`src/rtl/dpr_pkg.sv`:
```
package dpr_pkg;

    localparam int unsigned DPR_CNT_W = 16;
    localparam int unsigned DPR_REARM = 8;

    typedef enum logic [1:0] {
        TM_IDLE  = 2'd0,
        TM_COUNT = 2'd1,
        TM_WAIT  = 2'd2
    } tm_state_e;

    typedef enum logic [1:0] {
        PC_HOLD    = 2'd0,
        PC_STRETCH = 2'd1,
        PC_RUN     = 2'd2
    } pc_state_e;

    typedef struct packed {
        logic both_low;
        logic both_high;
    } btn_view_t;

    function automatic btn_view_t decode_buttons(input logic [1:0] pins_n);
        btn_view_t v;
        v.both_low  = (pins_n == 2'b00);
        v.both_high = (pins_n == 2'b11);
        return v;
    endfunction

endpackage

```
`src/rtl/dpr_sync.sv`:
```
module dpr_sync #(
    parameter int unsigned W    = 2,
    parameter logic [W-1:0] INIT = '1
) (
    input  logic         clk,
    input  logic         srst,
    input  logic [W-1:0] d,
    output logic [W-1:0] q
);

    for (genvar i = 0; i < W; i++) begin : g_bit
        logic [1:0] pipe;
        always_ff @(posedge clk) begin
            if (srst) begin
                pipe <= {2{INIT[i]}};
            end else begin
                pipe <= {pipe[0], d[i]};
            end
        end
        assign q[i] = pipe[1];
    end

endmodule

```
`src/rtl/dpr_hold_timer.sv`:
```
module dpr_hold_timer
    import dpr_pkg::*;
#(
    parameter int unsigned CW = DPR_CNT_W
) (
    input  logic          clk,
    input  logic          srst,
    input  btn_view_t     view,
    input  logic          armed_i,
    input  logic [CW-1:0] setup_i,
    input  logic [CW-1:0] plen_i,
    output logic [CW-1:0] plen_o,
    output logic          fire_o,
    output logic          abort_o
);

    tm_state_e     st_q, st_d;
    logic [CW-1:0] cnt_q, cnt_d;
    logic [CW-1:0] lim_q, lim_d;
    logic [CW-1:0] len_q, len_d;

    always_comb begin
        st_d    = st_q;
        cnt_d   = cnt_q;
        lim_d   = lim_q;
        len_d   = len_q;
        fire_o  = 1'b0;
        abort_o = 1'b0;
        case (st_q)
            TM_IDLE: begin
                if (view.both_low && armed_i) begin
                    st_d  = TM_COUNT;
                    cnt_d = CW'(1);
                    lim_d = setup_i;
                    len_d = plen_i;
                end
            end
            TM_COUNT: begin
                if (!armed_i) begin
                    st_d = TM_WAIT;
                end else if (!view.both_low) begin
                    st_d    = TM_IDLE;
                    abort_o = 1'b1;
                end else if (cnt_q >= lim_q) begin
                    fire_o = 1'b1;
                    st_d   = TM_WAIT;
                end else begin
                    cnt_d = cnt_q + CW'(1);
                end
            end
            TM_WAIT: begin
                if (view.both_high) begin
                    st_d = TM_IDLE;
                end
            end
            default: st_d = TM_IDLE;
        endcase
    end

    always_ff @(posedge clk) begin
        if (srst) begin
            st_q  <= TM_IDLE;
            cnt_q <= '0;
            lim_q <= '0;
            len_q <= '0;
        end else begin
            st_q  <= st_d;
            cnt_q <= cnt_d;
            lim_q <= lim_d;
            len_q <= len_d;
        end
    end

    assign plen_o = len_q;

    // a pulse request is preceded by both buttons seen low
    p_fire_after_hold_r2: assert property (@(posedge clk) disable iff (srst)
        fire_o |-> $past(view.both_low));

    // while a held press awaits release, no further request
    p_wait_release_r6: assert property (@(posedge clk) disable iff (srst)
        (st_q == TM_WAIT && !view.both_high) |=> !fire_o);

endmodule

```
`src/rtl/dpr_pulse_ctl.sv`:
```
module dpr_pulse_ctl
    import dpr_pkg::*;
#(
    parameter int unsigned CW    = DPR_CNT_W,
    parameter int unsigned REARM = DPR_REARM
) (
    input  logic          clk,
    input  logic          srst,
    input  logic          uv_i,
    input  logic          fire_i,
    input  logic          abort_i,
    input  logic [CW-1:0] btn_len_i,
    input  logic [CW-1:0] live_len_i,
    output logic          armed_o,
    output logic          rst_n_o
);

    localparam int unsigned LW = (REARM < 1) ? 1 : $clog2(REARM + 1);

    pc_state_e     st_q, st_d;
    logic [CW-1:0] cnt_q, cnt_d;
    logic [LW-1:0] lock_q, lock_d;

    function automatic logic [CW-1:0] at_least_one(input logic [CW-1:0] v);
        return (v == '0) ? CW'(1) : v;
    endfunction

    always_comb begin
        st_d   = st_q;
        cnt_d  = cnt_q;
        lock_d = lock_q;
        case (st_q)
            PC_HOLD: begin
                if (!uv_i) begin
                    st_d  = PC_STRETCH;
                    cnt_d = at_least_one(live_len_i);
                end
            end
            PC_STRETCH: begin
                if (uv_i) begin
                    st_d = PC_HOLD;
                end else if (cnt_q <= CW'(1)) begin
                    st_d   = PC_RUN;
                    lock_d = LW'(REARM);
                end else begin
                    cnt_d = cnt_q - CW'(1);
                end
            end
            PC_RUN: begin
                if (uv_i) begin
                    st_d = PC_HOLD;
                end else if (fire_i) begin
                    st_d  = PC_STRETCH;
                    cnt_d = at_least_one(btn_len_i);
                end else if (abort_i) begin
                    lock_d = LW'(REARM);
                end else if (lock_q != '0) begin
                    lock_d = lock_q - LW'(1);
                end
            end
            default: st_d = PC_HOLD;
        endcase
    end

    always_ff @(posedge clk) begin
        if (srst) begin
            st_q   <= PC_HOLD;
            cnt_q  <= '0;
            lock_q <= '0;
        end else begin
            st_q   <= st_d;
            cnt_q  <= cnt_d;
            lock_q <= lock_d;
        end
    end

    assign armed_o = (st_q == PC_RUN) && (lock_q == '0) && !uv_i;
    assign rst_n_o = (st_q == PC_RUN);

    // an undervoltage sample forces the output low next cycle
    p_uv_low_r5: assert property (@(posedge clk) disable iff (srst)
        uv_i |=> !rst_n_o);

    // release never follows a cycle that sampled undervoltage
    p_rise_clean_r5: assert property (@(posedge clk) disable iff (srst)
        $rose(rst_n_o) |-> !$past(uv_i));

    // the stretch count steps down by exactly one
    p_stretch_step_r4: assert property (@(posedge clk) disable iff (srst)
        (st_q == PC_STRETCH && !uv_i && cnt_q > CW'(1))
        |=> (st_q == PC_STRETCH && cnt_q == $past(cnt_q) - CW'(1)));

    // a pulse request only ever arrives with the lockout empty
    p_start_armed_r9: assert property (@(posedge clk) disable iff (srst)
        fire_i |-> (lock_q == '0 && st_q == PC_RUN));

endmodule

```
`src/rtl/dual_press_reset.sv`:
```
module dual_press_reset
    import dpr_pkg::*;
#(
    parameter int unsigned CW    = DPR_CNT_W,
    parameter int unsigned REARM = DPR_REARM
) (
    input  logic          clk,
    input  logic          pwr_rst,
    input  logic          btn_a_n,
    input  logic          btn_b_n,
    input  logic          uv_i,
    input  logic [CW-1:0] setup_len_i,
    input  logic [CW-1:0] pulse_len_i,
    output logic          rst_n_o
);

    logic [1:0]    pins_s;
    btn_view_t     view;
    logic          armed;
    logic          fire;
    logic          abort;
    logic [CW-1:0] btn_len;

    dpr_sync #(
        .W   (2),
        .INIT(2'b11)
    ) u_sync (
        .clk (clk),
        .srst(pwr_rst),
        .d   ({btn_b_n, btn_a_n}),
        .q   (pins_s)
    );

    assign view = decode_buttons(pins_s);

    dpr_hold_timer #(
        .CW(CW)
    ) u_timer (
        .clk    (clk),
        .srst   (pwr_rst),
        .view   (view),
        .armed_i(armed),
        .setup_i(setup_len_i),
        .plen_i (pulse_len_i),
        .plen_o (btn_len),
        .fire_o (fire),
        .abort_o(abort)
    );

    dpr_pulse_ctl #(
        .CW   (CW),
        .REARM(REARM)
    ) u_pulse (
        .clk       (clk),
        .srst      (pwr_rst),
        .uv_i      (uv_i),
        .fire_i    (fire),
        .abort_i   (abort),
        .btn_len_i (btn_len),
        .live_len_i(pulse_len_i),
        .armed_o   (armed),
        .rst_n_o   (rst_n_o)
    );

endmodule

```
`config.mk`:
```
export PLATFORM = sky130hd
export DESIGN_NAME = dual_press_reset
export DESIGN_NICKNAME = d
export VERILOG_FILES = /design/src/rtl/dpr_pkg.sv /design/src/rtl/dpr_sync.sv /design/src/rtl/dpr_hold_timer.sv /design/src/rtl/dpr_pulse_ctl.sv /design/src/rtl/dual_press_reset.sv
export SDC_FILE = /design/constraint.sdc
export NUM_CORES = 1
export LEC_CHECK = 0
export CAP_MARGIN = 20
export CORE_MARGIN = 5
export CORE_UTILIZATION = 40
export CTS_BUF_LIST = sky130_fd_sc_hd__clkbuf_8
export CTS_CLUSTER_SIZE = 16
export DETAILED_ROUTE_END_ITERATION = 16
export DONT_BUFFER_PORTS = 1
export PLACE_DENSITY = 0.51
export SETUP_SLACK_MARGIN = 0.3
export SLEW_MARGIN = 15
export SYNTH_ARGS = -nofsm -noshare
export SYNTH_HDL_FRONTEND = slang
export SYNTH_SLANG_ARGS = --single-unit
```
`constraint.sdc`:
```
create_clock -name clk -period 4.19 [get_ports clk]
set_input_delay 0.419 -clock clk [delete_from_list [all_inputs] [get_ports clk]]
set_output_delay 0.419 -clock clk [all_outputs]
set_load 0.01 [all_outputs]
```
======== After elaboration in Yosys (flattened, before gate mapping) ========
Index checks and enable logic that the tools add are counted.
cells by class
  $add $sub $neg .......................... 3
  multipliers ............................. 0
  divide/modulo/power cells ............... 0
  magnitude comparators ................... 2
  eq/ne operators ......................... 21
  shift operators ......................... 0
  multiplexer cells ....................... 39
  bitwise gates (word level) .............. 0
  reduce and logical (&&, ||, !) cells .... 20
operator list
  kind                     number
  $mux W16                 11
  $pmux W16 S3             1
  $logic_not A16 Y1        2
  $pmux W16 S2             1
  $mux W4                  6
  $mux W2                  10
  $add A16 B1 Y16 const B  1
  $ge A16 B16 Y1           1
  $le A16 B1 Y1 const B    1
  $sub A16 B1 Y16 const B  1
  $ne A2 B1 Y1 const B     6
  $ne A2 B2 Y1 const B     6
  $pmux W2 S3              2
  $reduce_and A6 Y1        2
  $pmux W4 S2              1
  $mux W1                  7
  $eq A2 B2 Y1 const B     3
  $logic_not A2 Y1         3
  $ne A3 B2 Y1 const B     2
  $reduce_and A3 Y1        2
  $reduce_and A5 Y1        1
  $eq A2 B1 Y1 const B     2
  $logic_not A4 Y1         1
  $ne A4 B4 Y1 const B     1
  other kinds (8)          11
word-level totals
  register bits ........................... 76
  latch bits .............................. 0
  memory bits (writable) .................. 0
  bits in read-only memories .............. 0
  input port bits ......................... 37
  output and inout port bits .............. 1
  memories ................................ 0

======== Logic depth before layout (Yosys ltp) ========
  word-level depth ........................ 9
  gate-level depth with buffers ........... 10

======== Modules after synthesis ========
A second synthesis with hierarchy kept.
unflattened totals
  cells, all modules ...................... 576
  area, all modules ....................... 4,480.5 µm²
by module, submodules not included
  module            times used  cells an instance  area each (µm²)
  dpr_hold_timer    1           316                2,506.2
  dpr_pulse_ctl     1           248                1,844.3
  dpr_sync          1           10                 120.1
  dual_press_reset  1           2                  10.0

======== Worst setup path before layout ========
OpenSTA, ideal clock, no wires.
  path kind ............................... register to register
  start point ............................. register u_pulse.cnt_q[0]
  end point ............................... register u_pulse.cnt_q[13]
  library setup time ...................... 0.121 ns
  arrival ................................. 2.135 ns
  path slack .............................. 1.934 ns
  cell stages (with the launch flop) ...... 10
  buffers on the path ..................... 1
  clock period less this slack ............ 2.256 ns
  cell sequence ........................... dfxtp_1 -> inv_1 -> ha_1 -> nor2_1 -> nor4_4 -> and3_2 -> a2111oi_4 -> nand2_4 -> buf_8 -> mux2_4
on the way
  longest elaborated chain between the ends .. 4
  elaborated cells between the ends (all ways) .. 7
ends and longest elaborated chain
  item                    RTL line             source
  start, declared         dpr_pulse_ctl.sv:21  logic [CW-1:0] cnt_q, cnt_d;
  start signal, assigned  dpr_pulse_ctl.sv:72  cnt_q <= cnt_d;
  $sub A16 B1 Y16         dpr_pulse_ctl.sv:46  cnt_d = cnt_q - CW'(1);
  $mux W16                dpr_pulse_ctl.sv:42  end else if (cnt_q <= CW'(1)) begin
  $mux W16                dpr_pulse_ctl.sv:40  if (uv_i) begin
  $pmux W16 S3            dpr_pulse_ctl.sv:32  case (st_q)
Several ways; a longest one is shown, not always the timed one. The select of a mux whose other input is x is not followed.
A chain may end at the register's enable or synchronous reset.

======== Final worst setup path ========
  start point ............................. register u_pulse.st_q[0]
  end point ............................... register u_timer.len_q[1] (netlist: u_timer.plen_o[1])
on the way
  longest elaborated chain between the ends .. 5
ends and longest elaborated chain
  item                               RTL line                source
  start, declared                    dpr_pulse_ctl.sv:20     pc_state_e st_q, st_d;
  start signal, assigned             dpr_pulse_ctl.sv:71     st_q <= st_d;
  $eq A2 B2 Y1                       n/a
  net rst_n_o                        dual_press_reset.sv:14  output logic rst_n_o
  $logic_and A1 B1 Y1 (2 in series)  dpr_pulse_ctl.sv:77     assign armed_o = (st_q == PC_RUN) && (lock_q == '0) && !uv_i;
  $logic_and A1 B1 Y1                dpr_hold_timer.sv:31    if (view.both_low && armed_i) begin
  $reduce_and A2 Y1 (no line)        n/a
  end signal, assigned               dpr_hold_timer.sv:70    len_q <= len_d;
  end, declared                      dpr_hold_timer.sv:20    logic [CW-1:0] len_q, len_d;
The timed path passes the listed nets, and every way through them passes these cells.

==> results.ini <==
[timing]
period_minus_slack_ps = 2770
fmaxAchievable_mhz = 361
fin_skew_ps = 11.7
final_max_slew_viol_count = 0
setup-tns-final_ps = 0
hold_viol_final = 0
worst_pin_slew_ps = 889
slew_headroom = 0.407
finalSetupViolations = 0
post-route-period-util = 0.660
rsz0062_at_grt = no

[grt]
grt.total_usage = 0.167
grt_max_degree = 97
grt-ovfl-total = 0
grt_pass1_vias = 3728
grt_pass1_wl_mm = 19.2
antenna_found_initial = 0

[drt]
vias = 3906
drc_errors = 0
ant_nets = 0
drt-initial-drc-count = 232
firstDrtPassIters = 4
detail_route.wl_per_cell_um = 15.7
viasPerCell = 5.51
routed_wl_mm = 11.1

[synthesis]
synth_top_cell_area_share = 0.330
syn-num-nets = 640
synth_top_flop_cell = dfxtp_1
ys_seq_area_frac = 0.330
yosysUniqueCellTypes = 69
netlist_instances = 579
synth_common_cells = 113 x nand2_1, 76 x dfxtp_1, 58 x a21oi_1, 32 x nor2_1, 27 x mux2i_1
synth.area.top_cells = dfxtp_1 33%, nand2_1 9.2%, ha_1 6.5%, a21oi_1 6.3%, mux2i_1 5.9%
synth_edf_count = 0
yosysWarningCount = 0
synth.cell_area_um2 = 4610
avgSynthCellArea_um2 = 7.96
yosys.area.top_type = dfxtp_1
synth_seq_cells = 76
async_flop_share = 0
synth_most_common_cell = nand2_1

[setup_path]
startpoint_type = flip-flop
critical_path_required_ps = 4450
cp-end-kind = flip-flop
cp_max_fo = 24
critPathKind = reg -> reg
crit_arrival_ps = 3030

[cts]
cts_root_buf = clkbuf_8
hold_buffers = 0
postCtsSetupBuffers = 0
cts_max_level = 3
cts_tree = done
ctsResizeCount = 0
numCtsBuffers = 9
clock_latency_ps = 370
clk_pin_slew_ps = 90
cts_sinks = 76
clk_path_buf_depth = 2

[placed_design]
dp_hpwl_mm = 7.68
port_buffers = 0
gp_congestion = 0.797

[floorplan]
coreArea_um2 = 11400
die_h_um = 117
chipWidth_um = 117
rows = 39
pin_count = 38
start_util = 0.405
dieArea_um2 = 13800

[status]
status = complete, no violations

[final_layout]
antenna_cells = 0
area_growth_pct = 5.97
nFillCells = 1180
fin_util = 0.429
nNetsFinal = 622
drive_above_1_share = 0.0883

[worst_hold_path]
hold_class = in -> reg

[flow_run]
drv_cap = 0

[power]
max-vdd-ir-drop_mv = 0.319
powerDensity_nw_per_um2 = 512
cellLeakagePower_nw = 1.72

## sequential cells by signal, summed over array words and instances (netlist names)
name / cells
u_timer.st_q: 2
u_sync.g_bit.pipe: 4
u_pulse.st_q: 2
u_pulse.lock_q: 4
u_timer.lim_q: 16
u_timer.cnt_q: 16
u_timer.plen_o: 16
u_pulse.cnt_q: 16
## path summary, 6_finish.rpt
kind	start	end	slack, ps	cells after the start
setup / recovery	u_pulse.st_q[0]$_SDFFE_PP0P_	u_timer.plen_o[1]$_SDFFE_PP0P_	1420	8
hold / removal	pwr_rst	u_timer.lim_q[4]$_SDFFE_PP0P_	120	1
setup reg to reg	u_pulse.st_q[0]$_SDFFE_PP0P_	u_timer.plen_o[1]$_SDFFE_PP0P_	1420	8
hold reg to reg	u_sync.g_bit[1].pipe[0]$_SDFF_PP1_	u_sync.g_bit[1].pipe[1]$_SDFF_PP1_	420	1
## critical path, cell delays in order, from the launching register on
cell and delay, ps:
dfxtp_1 350, inv_1 100, ha_2 590, nand2b_1 230, nor3_1 330, nand2_1 500, buf_4 400, nand2_1 90
a21oi_1 60
## per-stage QoR
step | hold WS [ps] | instances | setup WS, ps | instance area [um2] | total power, mW
2_1_floorplan | 389 | 579 | 1930 | 4610 | 1.72
4_1_cts | 93.9 | 709 | 934 | 4880 | 2.53
6_report | 122 | 709 | 1420 | 4880 | 2.50
3_5_place_dp | 398 | 693 | 961 | 4640 | 1.85
3_3_place_gp | 401 | 693 | 1080 | 4640 | 1.84
5_1_grt | 94.0 | 709 | 1100 | 4880 | 2.69
## cell usage in the layout (no fill, tap or decap), types with 4 or more instances in the layout
cell,n
a211o_1,4
a21oi_1,58
a31oi_1,10
and3_1,5
buf_4,6
clkbuf_8,12
dfxtp_1,76
ha_1,23
inv_1,23
mux2_2,4
mux2i_1,27
nand2_1,113
nand2b_1,14
nand3_1,12
nand3b_1,4
nand4_1,11
nor2_1,32
nor2b_1,11
nor3_1,7
nor4_1,9
o21ai_0,14
or2_2,4
or3_1,19
## power breakdown
part | internal, mW | switching, mW | leakage, nW
Sequential | 0.804 | 0.103 | 0.617
Combinational | 0.408 | 0.519 | 0.986
Clock | 0.382 | 0.283 | 0.122
Total | 1.59 | 0.906 | 1.72
## cells by family (layout without fill, tap and decap cells)
| family | Yosys count | in the layout | synth area share |
|---|---|---|---|
| adder cells (fa/ha/maj) | 24 | 24 | 0.0652 |
| multiplexers | 34 | 34 | 0.0766 |
| XOR/XNOR | 6 | 6 | 0.0114 |
| AND/OR/NAND/NOR | 261 | 261 | 0.287 |
| flip-flops | 76 | 76 | 0.330 |
| AO/OA/AOI/OAI | 119 | 119 | 0.170 |
| buffers and inverters | 59 | 46 | 0.0600 |
## routing by layer
metal / routed length (um) / share of wire / track usage
met5: 0 / 0 / 0
met2: 4720 / 0.42 / 0.243
met1: 5660 / 0.51 / 0.235
met3: 560 / 0.050 / 0.0443
met4: 189 / 0.017 / 0.0645
## final cells by class
class | instances | area [um2] | area share
Inverter | 24 | 90.1 | 0.0185
Clock inverter | 4 | 70.1 | 0.0144
Tap cell | 143 | 179 | 0.0366
Timing Repair Buffer | 6 | 45.0 | 0.00923
Clock buffer | 12 | 165 | 0.0338
Sequential cell | 76 | 1520 | 0.312
Multi-Input combinational cell | 444 | 2810 | 0.576
Power figures use the tool's default switching activity.
